==> config.mk <==
export PLATFORM = sky130hd
export DESIGN_NAME = crp_ctrl
export DESIGN_NICKNAME = d
export VERILOG_FILES = /design/src/rtl/crp_pkg.sv /design/src/rtl/crp_level_reg.sv /design/src/rtl/crp_cmd_filter.sv /design/src/rtl/crp_access_gate.sv /design/src/rtl/crp_ctrl.sv
export SDC_FILE = /design/constraint.sdc
export NUM_CORES = 1
export LEC_CHECK = 0
export BUFFER_PORTS_ARGS = -buffer_cell sky130_fd_sc_hd__buf_2
export CAP_MARGIN = 20
export CORE_MARGIN = 2
export CORE_UTILIZATION = 32
export DETAILED_ROUTE_END_ITERATION = 10
export PLACE_DENSITY_LB_ADDON = 0.08
export SYNTH_ARGS = -nofsm -noshare
export SYNTH_HDL_FRONTEND = slang
export SYNTH_SLANG_ARGS = --single-unit
export TNS_END_PERCENT = 5
==> constraint.sdc <==
create_clock -name clk -period 1.9 [get_ports clk]
set_input_delay 0 -clock clk [delete_from_list [all_inputs] [get_ports clk]]
set_output_delay 0 -clock clk [all_outputs]
set_load 0.1 [all_outputs]
==> src/rtl/crp_pkg.sv <==
package crp_pkg;
   typedef enum logic [1:0] {
      LVL_NONE  = 2'd0,
      LVL_ONE   = 2'd1,
      LVL_TWO   = 2'd2,
      LVL_THREE = 2'd3
   } crp_level_e;

   typedef enum logic [1:0] {
      CMD_READ       = 2'd0,
      CMD_WRITE      = 2'd1,
      CMD_ERASE_SECT = 2'd2,
      CMD_ERASE_ALL  = 2'd3
   } crp_cmd_e;
endpackage

==> src/rtl/crp_level_reg.sv <==
module crp_level_reg
   import crp_pkg::*;
#(
   parameter int          WORD_W      = 32,
   parameter logic [31:0] CODE_ONE    = 32'h1234_5678,
   parameter logic [31:0] CODE_TWO    = 32'h8765_4321,
   parameter logic [31:0] CODE_THREE  = 32'h4321_8765,
   parameter bit          ERASE_UNLOCK = 1'b1
) (
   input  logic              clk,
   input  logic              rst_n,
   input  logic              word_vld,
   input  logic [WORD_W-1:0] word,
   input  logic              unlock_req,
   output logic              sampled,
   output crp_level_e        level
);
   localparam logic [WORD_W-1:0] K1 = WORD_W'(CODE_ONE);
   localparam logic [WORD_W-1:0] K2 = WORD_W'(CODE_TWO);
   localparam logic [WORD_W-1:0] K3 = WORD_W'(CODE_THREE);

   if (WORD_W < 2 || WORD_W > 32) begin : g_bad_width
      $error("crp_level_reg: WORD_W must be 2..32");
   end
   if (K1 == K2 || K2 == K3 || K1 == K3) begin : g_bad_codes
      $error("crp_level_reg: protection codes must differ");
   end

   function automatic crp_level_e decode(input logic [WORD_W-1:0] w);
      if (w == K1)      return LVL_ONE;
      else if (w == K2) return LVL_TWO;
      else if (w == K3) return LVL_THREE;
      else              return LVL_NONE;
   endfunction

   logic unlock_eff;
   if (ERASE_UNLOCK) begin : g_unlock
      assign unlock_eff = unlock_req;
   end else begin : g_no_unlock
      assign unlock_eff = unlock_req & 1'b0;
   end

   always_ff @(posedge clk or negedge rst_n) begin
      if (!rst_n) begin
         sampled <= 1'b0;
         level   <= LVL_NONE;
      end else if (!sampled && word_vld) begin
         sampled <= 1'b1;
         level   <= decode(word);
      end else if (unlock_eff) begin
         level   <= LVL_NONE;
      end
   end
endmodule

==> src/rtl/crp_cmd_filter.sv <==
module crp_cmd_filter
   import crp_pkg::*;
#(
   parameter int SECT_W    = 4,
   parameter int PROT_SECT = 0
) (
   input  logic              clk,
   input  logic              rst_n,
   input  logic              sampled,
   input  crp_level_e        level,
   input  logic              req_vld,
   input  crp_cmd_e          req_cmd,
   input  logic [SECT_W-1:0] req_sect,
   input  logic              iap_vld,
   output logic              rsp_vld,
   output logic              rsp_gnt,
   output logic              iap_gnt,
   output logic              unlock
);
   localparam int NUM_SECT = 1 << SECT_W;
   localparam logic [SECT_W-1:0] PROT_IDX = SECT_W'(PROT_SECT);

   if (SECT_W < 1 || SECT_W > 16) begin : g_bad_sect_w
      $error("crp_cmd_filter: SECT_W must be 1..16");
   end
   if (PROT_SECT < 0 || PROT_SECT >= NUM_SECT) begin : g_bad_prot
      $error("crp_cmd_filter: PROT_SECT out of range");
   end

   logic hits_prot;
   logic is_sector_op;
   logic allow;

   assign hits_prot    = (req_sect == PROT_IDX);
   assign is_sector_op = (req_cmd == CMD_WRITE) || (req_cmd == CMD_ERASE_SECT);

   always_comb begin
      allow = 1'b0;
      if (sampled) begin
         case (level)
            LVL_NONE:  allow = 1'b1;
            LVL_ONE:   allow = is_sector_op && !hits_prot;
            LVL_TWO:   allow = (req_cmd == CMD_ERASE_ALL);
            default:   allow = 1'b0;
         endcase
      end
   end

   assign unlock = req_vld && allow && (level == LVL_TWO) && (req_cmd == CMD_ERASE_ALL);

   always_ff @(posedge clk or negedge rst_n) begin
      if (!rst_n) begin
         rsp_vld <= 1'b0;
         rsp_gnt <= 1'b0;
         iap_gnt <= 1'b0;
      end else begin
         rsp_vld <= req_vld;
         rsp_gnt <= req_vld && allow;
         iap_gnt <= iap_vld;
      end
   end
endmodule

==> src/rtl/crp_access_gate.sv <==
module crp_access_gate
   import crp_pkg::*;
(
   input  logic       sampled,
   input  crp_level_e level,
   output logic       dbg_en,
   output logic       boot_ovr_en
);
   assign dbg_en      = sampled && (level == LVL_NONE);
   assign boot_ovr_en = sampled && (level != LVL_THREE);
endmodule

==> src/rtl/crp_ctrl.sv <==
module crp_ctrl
   import crp_pkg::*;
#(
   parameter int          WORD_W       = 32,
   parameter int          SECT_W       = 4,
   parameter int          PROT_SECT    = 0,
   parameter logic [31:0] CODE_ONE     = 32'h1234_5678,
   parameter logic [31:0] CODE_TWO     = 32'h8765_4321,
   parameter logic [31:0] CODE_THREE   = 32'h4321_8765,
   parameter bit          ERASE_UNLOCK = 1'b1
) (
   input  logic              clk,
   input  logic              rst_n,
   input  logic              prot_word_vld,
   input  logic [WORD_W-1:0] prot_word,
   input  logic              isp_req_vld,
   input  logic [1:0]        isp_req_cmd,
   input  logic [SECT_W-1:0] isp_req_sector,
   input  logic              iap_req_vld,
   output logic              isp_rsp_vld,
   output logic              isp_rsp_gnt,
   output logic              iap_rsp_gnt,
   output logic              dbg_en,
   output logic              boot_ovr_en,
   output logic              level_valid,
   output logic [1:0]        prot_level
);
   crp_level_e lvl;
   logic       unlock;

   crp_level_reg #(
      .WORD_W      (WORD_W),
      .CODE_ONE    (CODE_ONE),
      .CODE_TWO    (CODE_TWO),
      .CODE_THREE  (CODE_THREE),
      .ERASE_UNLOCK(ERASE_UNLOCK)
   ) level_i (
      .clk       (clk),
      .rst_n     (rst_n),
      .word_vld  (prot_word_vld),
      .word      (prot_word),
      .unlock_req(unlock),
      .sampled   (level_valid),
      .level     (lvl)
   );

   crp_cmd_filter #(
      .SECT_W   (SECT_W),
      .PROT_SECT(PROT_SECT)
   ) filter_i (
      .clk     (clk),
      .rst_n   (rst_n),
      .sampled (level_valid),
      .level   (lvl),
      .req_vld (isp_req_vld),
      .req_cmd (crp_cmd_e'(isp_req_cmd)),
      .req_sect(isp_req_sector),
      .iap_vld (iap_req_vld),
      .rsp_vld (isp_rsp_vld),
      .rsp_gnt (isp_rsp_gnt),
      .iap_gnt (iap_rsp_gnt),
      .unlock  (unlock)
   );

   crp_access_gate gate_i (
      .sampled    (level_valid),
      .level      (lvl),
      .dbg_en     (dbg_en),
      .boot_ovr_en(boot_ovr_en)
   );

   assign prot_level = lvl;
endmodule

==> reports/metrics.yaml, run 1 <==
status:
  status: "complete, no violations"
final_layout:
  finalNetCount: 149
  post_route_cells_drive_above_1_share_pct: 57.7
  diodes: 0
  n_fill_cell: 113
  final_cell_mix: "50 x buf_2, 5 x dfrtp_1, 4 x nand3_1, 4 x dlygate4sd3_1"
  mostFrequentLayoutCell: "buf_2"
  area.growth.synth_to_final_pct: 77.4
synthesis:
  synth_cells: 46
  yosysSeqAreaShare_pct: 33.1
  synth_largest_area_cell: "dfrtp_1"
  syn_area_sq_um: 454
  ys_seq_elements: 6
  ys.flop_type: "dfrtp_1"
  async_reset_ff_share_pct: 100
  syn_area_per_cell_sq_um: 9.87
  synth_warnings: 0
  synthTopCellsByArea: "dfrtp_1 33%, nand4b_1 5.8%, and4bb_1 5.5%, nand3_1 4.4%, nor4b_1 3.9%"
  ys_types: 27
  synth_top_area_share_pct: 33.1
  synth_nets: 90
  synth_edf_count: 0
routing:
  dr_wl_met3_um: 69
  num_vias: 606
  avgRoutedWirePerCell_um: 10.6
  drt_iter0_markers: 1
  drc: 0
  highest_layer: "met4"
  dr.pass1.iters: 2
  vias_per_cell: 5.09
  dr_wl_met2_um: 725
  met1_length_um: 455
  drtAntennaViolNets: 0
  drt-total-wl_mm: 1.26
setup_path:
  critPathTopFamily: "simple AND/OR/NAND/NOR gates"
  cp_cell_sequence: "nand2b_4 -> nand3b_1 -> or4_4 -> o311ai_2"
  path_class: "reg -> reg"
  crit_fanout: 7
  slowest_stage: "or4_4"
  cp_num_buf_inv: 0
  arrival_ns: 1.84
  critPathMaxStageDelay_ns: 0.53
  r2r_start: "level_i.sampled$_DFFE_PN0P_"
  crit_start: "level_i.sampled$_DFFE_PN0P_"
  cp-end-kind: "flop"
  worstPathRequired_ns: 2.05
  critPathLaunchType: "flop"
timing:
  maxSlewViolCount: 0
  max_freq_mhz: 591
  fin_setup_tns_ns: 0
  finalWorstSetupSlack_ns: 0.209
  holdWs_ns: 0.0296
  max_slew_margin_pct: 67.8
  hold_viol_final: 0
  post-route-period-util_pct: 89.0
  rsz0062_at_grt: "false"
  fin_worst_skew_ns: 0.00808
  period_needed_ns: 1.69
  tightest_slew_ns: 0.486
  setup_viol: 0
grt:
  grt_first_pass_wirelength_mm: 2.08
  first_global_vias: 595
  antenna_found_initial: 0
  grt_max_degree: 8
  grt.overflow.total: 0
  grt_util_all_layers_pct: 15.3
cts:
  root_buffer: "clkbuf_4"
  numCtsBuffers: 3
  cts_buffer_depth: 2
  cts.sinks: 6
  hold_buffers: 4
  cts_tree: "built"
  cts_resized: 0
  clk_pin_slew_ns: 0.05
  cts_setup_buffers: 0
  htreeDepth: 1
  clock_latency_ns: 0.25
place:
  hpwl_mm: 1.09
  io_buffers: 50
  preCtsSetupSlack_ns: 0.216
  gp_congestion: 0.670
floorplan:
  io_pins: 51
  floorplan.die_area_sq_um: 1740
  initial_core_util_pct: 34.5
  rows: 13
  die_x_um: 41.7
  coreArea_sq_um: 1320
  die_y_um: 41.7
worst_hold_path:
  hp-class: "in -> reg"
  worstHoldStart: "prot_word[7]"
run:
  maxCapViolCount: 0
power_and_ir_drop:
  ir_drop_uv: 149
  total_power_mw: 0.358
  power.leakage_nw: 0.391
  switching_share_pct: 27.8
  powerDensity_nw_per_um2: 444
  p_clk_share_pct: 35.2
  pwr-share-seq_pct: 36.9
  p_switching_mw: 0.0993
  p_int_mw: 0.259
  combPwrFrac_pct: 28.0
-- sequential cells by signal (all words and copies together), names as in the netlist --
| register | cells |
|---|---|
| filter_i.rsp_vld | 1 |
| filter_i.rsp_gnt | 1 |
| level_i.sampled | 1 |
| level_i.level | 2 |
| filter_i.iap_gnt | 1 |
-- area by class of cell --
class / instances / area (sq um) / area share [%]
inverter: 1 / 3.75 / 0.466
multi-input combinational: 39 / 315 / 39.1
tap: 15 / 18.8 / 2.33
clock buffer: 4 / 26.3 / 3.26
sequential: 6 / 151 / 18.8
timing repair buffer: 54 / 290 / 36.0
-- layer usage --
metal	GRT usage (%)	up-vias
met2	31.3	26
met4	7.74	0
met1	13.7	275
li1	-	303
met5	0	-
met3	2.61	2
-- cell usage after synthesis (2+ instances only) --
cell      count
and4bb_1      2
nor2_1        3
dfrtp_1       6
nand4b_1      3
nand3_1       4
nor2b_1       2
nand4_1       2
nor4_1        2
nor4b_1       2
nand2_1       2
or4_1         2
-- logic make-up (layout without fill, tap and decap cells) --
kind of cell               after synthesis  count (layout)  synth area share (%)
and+or+nand+nor                         33              33                  52.6
DFF                                      6               6                  33.1
AOI/OAI and AO/OA                        5               5                  10.7
adders and majority gates                1               1                  2.75
buffers and inverters                    1              59                 0.826
-- power groups by stage --
| stage | Combinational, mW | Sequential [mW] | Clock (mW) |
|---|---|---|---|
| after detailed placement | 0.0946 | 0.134 | 0 |
| after floorplan | 0.0149 | 0.159 | 0 |
| after global routing | 0.109 | 0.132 | 0.146 |
| after CTS | 0.101 | 0.132 | 0.133 |
| final | 0.100 | 0.132 | 0.126 |
| after global placement | 0.0925 | 0.134 | 0 |
-- stage by stage --
stage	area (sq um)	util [%]	instances
after CTS	806	61.2	119
after detailed placement	739	56.1	111
after global routing	806	61.2	119
final	806	61.2	119
after global placement	739	56.1	111
after floorplan	470	-	46
-- path summary, 6_finish.rpt --
path                       slack [ns]                           end  depth (start not counted)
setup reg to reg                 0.21  level_i.level[0]$_DFFE_PN0P_                          4
max in group asynchronous        1.65   level_i.sampled$_DFFE_PN0P_                          2
hold / removal                   0.03  level_i.level[1]$_DFFE_PN0P_                          3
min in group asynchronous        0.10  level_i.level[1]$_DFFE_PN0P_                          2
setup / recovery                 0.21  level_i.level[0]$_DFFE_PN0P_                          4
hold reg to reg                  0.56   level_i.sampled$_DFFE_PN0P_                          1
-- worst reg2reg max path, stage by stage, from the launching register on --
cell and delay (ns):
dfrtp_2 0.44, nand2b_4 0.16, nand3b_1 0.17, or4_4 0.53
o311ai_2 0.29
Power figures use the tool's default switching activity.
==> run 2: changes to the inputs <==
--- a/config.mk
+++ b/config.mk
@@ -7,2 +7,3 @@
 export LEC_CHECK = 0
+export ABC_AREA = 1
 export BUFFER_PORTS_ARGS = -buffer_cell sky130_fd_sc_hd__buf_2
@@ -10,3 +11,4 @@
 export CORE_MARGIN = 2
-export CORE_UTILIZATION = 32
+export CORE_UTILIZATION = 39
+export CTS_CLUSTER_SIZE = 40
 export DETAILED_ROUTE_END_ITERATION = 10
--- a/constraint.sdc
+++ b/constraint.sdc
@@ -3,2 +3,2 @@
 set_output_delay 0 -clock clk [all_outputs]
-set_load 0.1 [all_outputs]
+set_load 0.005 [all_outputs]
==> reports/metrics.yaml, run 2 <==
status:
  status: "complete, no violations"
cts:
  root_buffer: "clkbuf_4"
  clk_pin_slew_ns: 0.04
  numCtsBuffers: 3
  cts_tree: "built"
  cts.sinks: 6
  cts_buffer_depth: 2
  htreeDepth: 1
  clock_latency_ns: 0.24
  cts_resized: 0
timing:
  holdWs_ns: 0.115
  max_freq_mhz: 922
  post-route-period-util_pct: 57.1
  tightest_slew_ns: 0.219
  period_needed_ns: 1.08
  fin_setup_tns_ns: 0
  setup_viol: 0
  fin_worst_skew_ns: 0.00197
  hold_viol_final: 0
  maxSlewViolCount: 0
  rsz0062_at_grt: "false"
  max_slew_margin_pct: 85.4
synthesis:
  ys_top_cells_by_count: "58 x nand2_1, 33 x nor2_1, 25 x inv_1"
  synth_cells: 142
  synth_warnings: 0
  synth_top_area_share_pct: 31.6
  yosysSeqAreaShare_pct: 21.8
  ys_seq_elements: 6
  synth_edf_count: 0
  syn_area_per_cell_sq_um: 4.86
  synth_nets: 186
  synth_largest_area_cell: "nand2_1"
  ys.flop_type: "dfrtp_1"
  syn_area_sq_um: 689
  yosysMostFrequentCell: "nand2_1"
  ys_types: 13
  synthTopCellsByArea: "nand2_1 32%, dfrtp_1 22%, nor2_1 18%, inv_1 14%, inv_2 4.9%"
  async_reset_ff_share_pct: 100
place:
  gp_congestion: 0.669
  hpwl_mm: 1.38
  io_buffers: 50
setup_path:
  arrival_ns: 1.22
  crit_fanout: 8
  r2r_start: "level_i.level[0]$_DFFE_PN0P_"
  critPathLaunchType: "flop"
  cp-end-kind: "flop"
  worstPathRequired_ns: 2.03
  r2r_slack_ns: 0.82
  path_class: "reg -> reg"
  reg2reg_to: "level_i.level[0]$_DFFE_PN0P_"
  worst_r2r_path_depth: 6
final_layout:
  post_route_cells_drive_above_1_share_pct: 32.7
  regMostFlops: "level_i.level"
  final_core_util_pct: 60.6
  diodes: 0
  mostFrequentLayoutCell: "nand2_1"
  largest_reg_flops: 2
  finalNetCount: 245
  area.growth.synth_to_final_pct: 48.5
  n_fill_cell: 186
  final_cell_mix: "58 x nand2_1, 50 x buf_2, 33 x nor2_1"
floorplan:
  die_y_um: 46.0
  floorplan.die_area_sq_um: 2120
  rows: 15
  initial_core_util_pct: 40.8
  coreArea_sq_um: 1690
  die_x_um: 46.0
  io_pins: 51
grt:
  grt_max_degree: 9
  grt_first_pass_wirelength_mm: 2.52
  first_global_vias: 761
  grt.overflow.total: 0
  grt_util_all_layers_pct: 16.1
  antenna_found_initial: 0
run:
  maxCapViolCount: 0
power_and_ir_drop:
  power.leakage_nw: 0.635
  ir_drop_uv: 191
  powerDensity_nw_per_um2: 351
routing:
  drt_iter0_markers: 5
  num_vias: 915
  drtAntennaViolNets: 0
  drt-total-wl_mm: 1.57
  vias_per_cell: 4.24
  avgRoutedWirePerCell_um: 7.27
  dr.pass1.iters: 4
  drc: 0
worst_hold_path:
  hp-class: "in -> async"
## run 2: worst max-delay path by stage
stage,startpoint,end,slack [ns],depth (start not counted)
2_1_floorplan,level_i.level[0]$_DFFE_PN0P_,level_i.level[0]$_DFFE_PN0P_,0.90,6
3_3_place_gp,level_i.level[0]$_DFFE_PN0P_,level_i.level[0]$_DFFE_PN0P_,0.88,6
3_5_place_dp,level_i.level[0]$_DFFE_PN0P_,level_i.level[1]$_DFFE_PN0P_,0.82,6
4_1_cts,level_i.level[0]$_DFFE_PN0P_,level_i.level[1]$_DFFE_PN0P_,0.80,6
5_1_grt,level_i.level[0]$_DFFE_PN0P_,level_i.level[0]$_DFFE_PN0P_,0.72,6
6_report,level_i.level[0]$_DFFE_PN0P_,level_i.level[0]$_DFFE_PN0P_,0.82,6
## run 2: area by class of cell
class | count | area, sq um | share of cell area [%]
clock buffer | 3 | 22.5 | 2.20
sequential | 6 | 150 | 14.7
timing repair buffer | 54 | 290 | 28.4
tap | 17 | 21.3 | 2.08
inverter | 34 | 128 | 12.5
multi-input combinational | 102 | 412 | 40.2
## run 2: through the flow
step | cell area (sq um) | cells | total power [mW] | setup slack [ns]
detailed placement | 961 | 209 | 0.240 | 0.825
global route | 1020 | 216 | 0.395 | 0.725
finish | 1020 | 216 | 0.359 | 0.816
CTS | 1020 | 216 | 0.365 | 0.804
global placement | 961 | 209 | 0.236 | 0.876
floorplan | 689 | 142 | 0.181 | 0.898
## run 2: logic make-up (layout without fill, tap and decap cells)
group                      after synthesis  after routing  synth area share, %
DFF                                      6              6                 21.8
AOI/OAI and AO/OA                        3              3                 2.18
and+or+nand+nor                         98             98                 55.7
adders and majority gates                1              1                 1.81
buffers and inverters                   34             91                 18.5
## run 2: power breakdown
part	leakage (nW)	switching [mW]	internal (mW)
combinational	0.549	0.0544	0.0571
clock	0.0138	0.0443	0.0713
sequential	0.0717	0.000661	0.131
total	0.635	0.0993	0.260
## run 2: critical path, cell delays in order, from the launching register on
cell and delay, ns:
dfrtp_1 0.44, o21ai_1 0.17, nand3_1 0.10, inv_1 0.08, nand3_2 0.06, nand3_1 0.07
nand2_1 0.05
## run 2: metal layers
metal | wire length [um] | vias to the layer above | global-route usage (%)
met3 | 104 | 0 | 5.95
met4 | 0 | 0 | 3.43
met1 | 661 | 365 | 15.8
li1 | - | 518 | -
met5 | 0 | - | 0
met2 | 805 | 32 | 31.4
## run 2: repair_timing
action	4_1_cts	5_1_grt
hold endpoints to repair	9	0
setup buffers	0	0
setup endpoints to repair	0	0
hold buffers	4	0
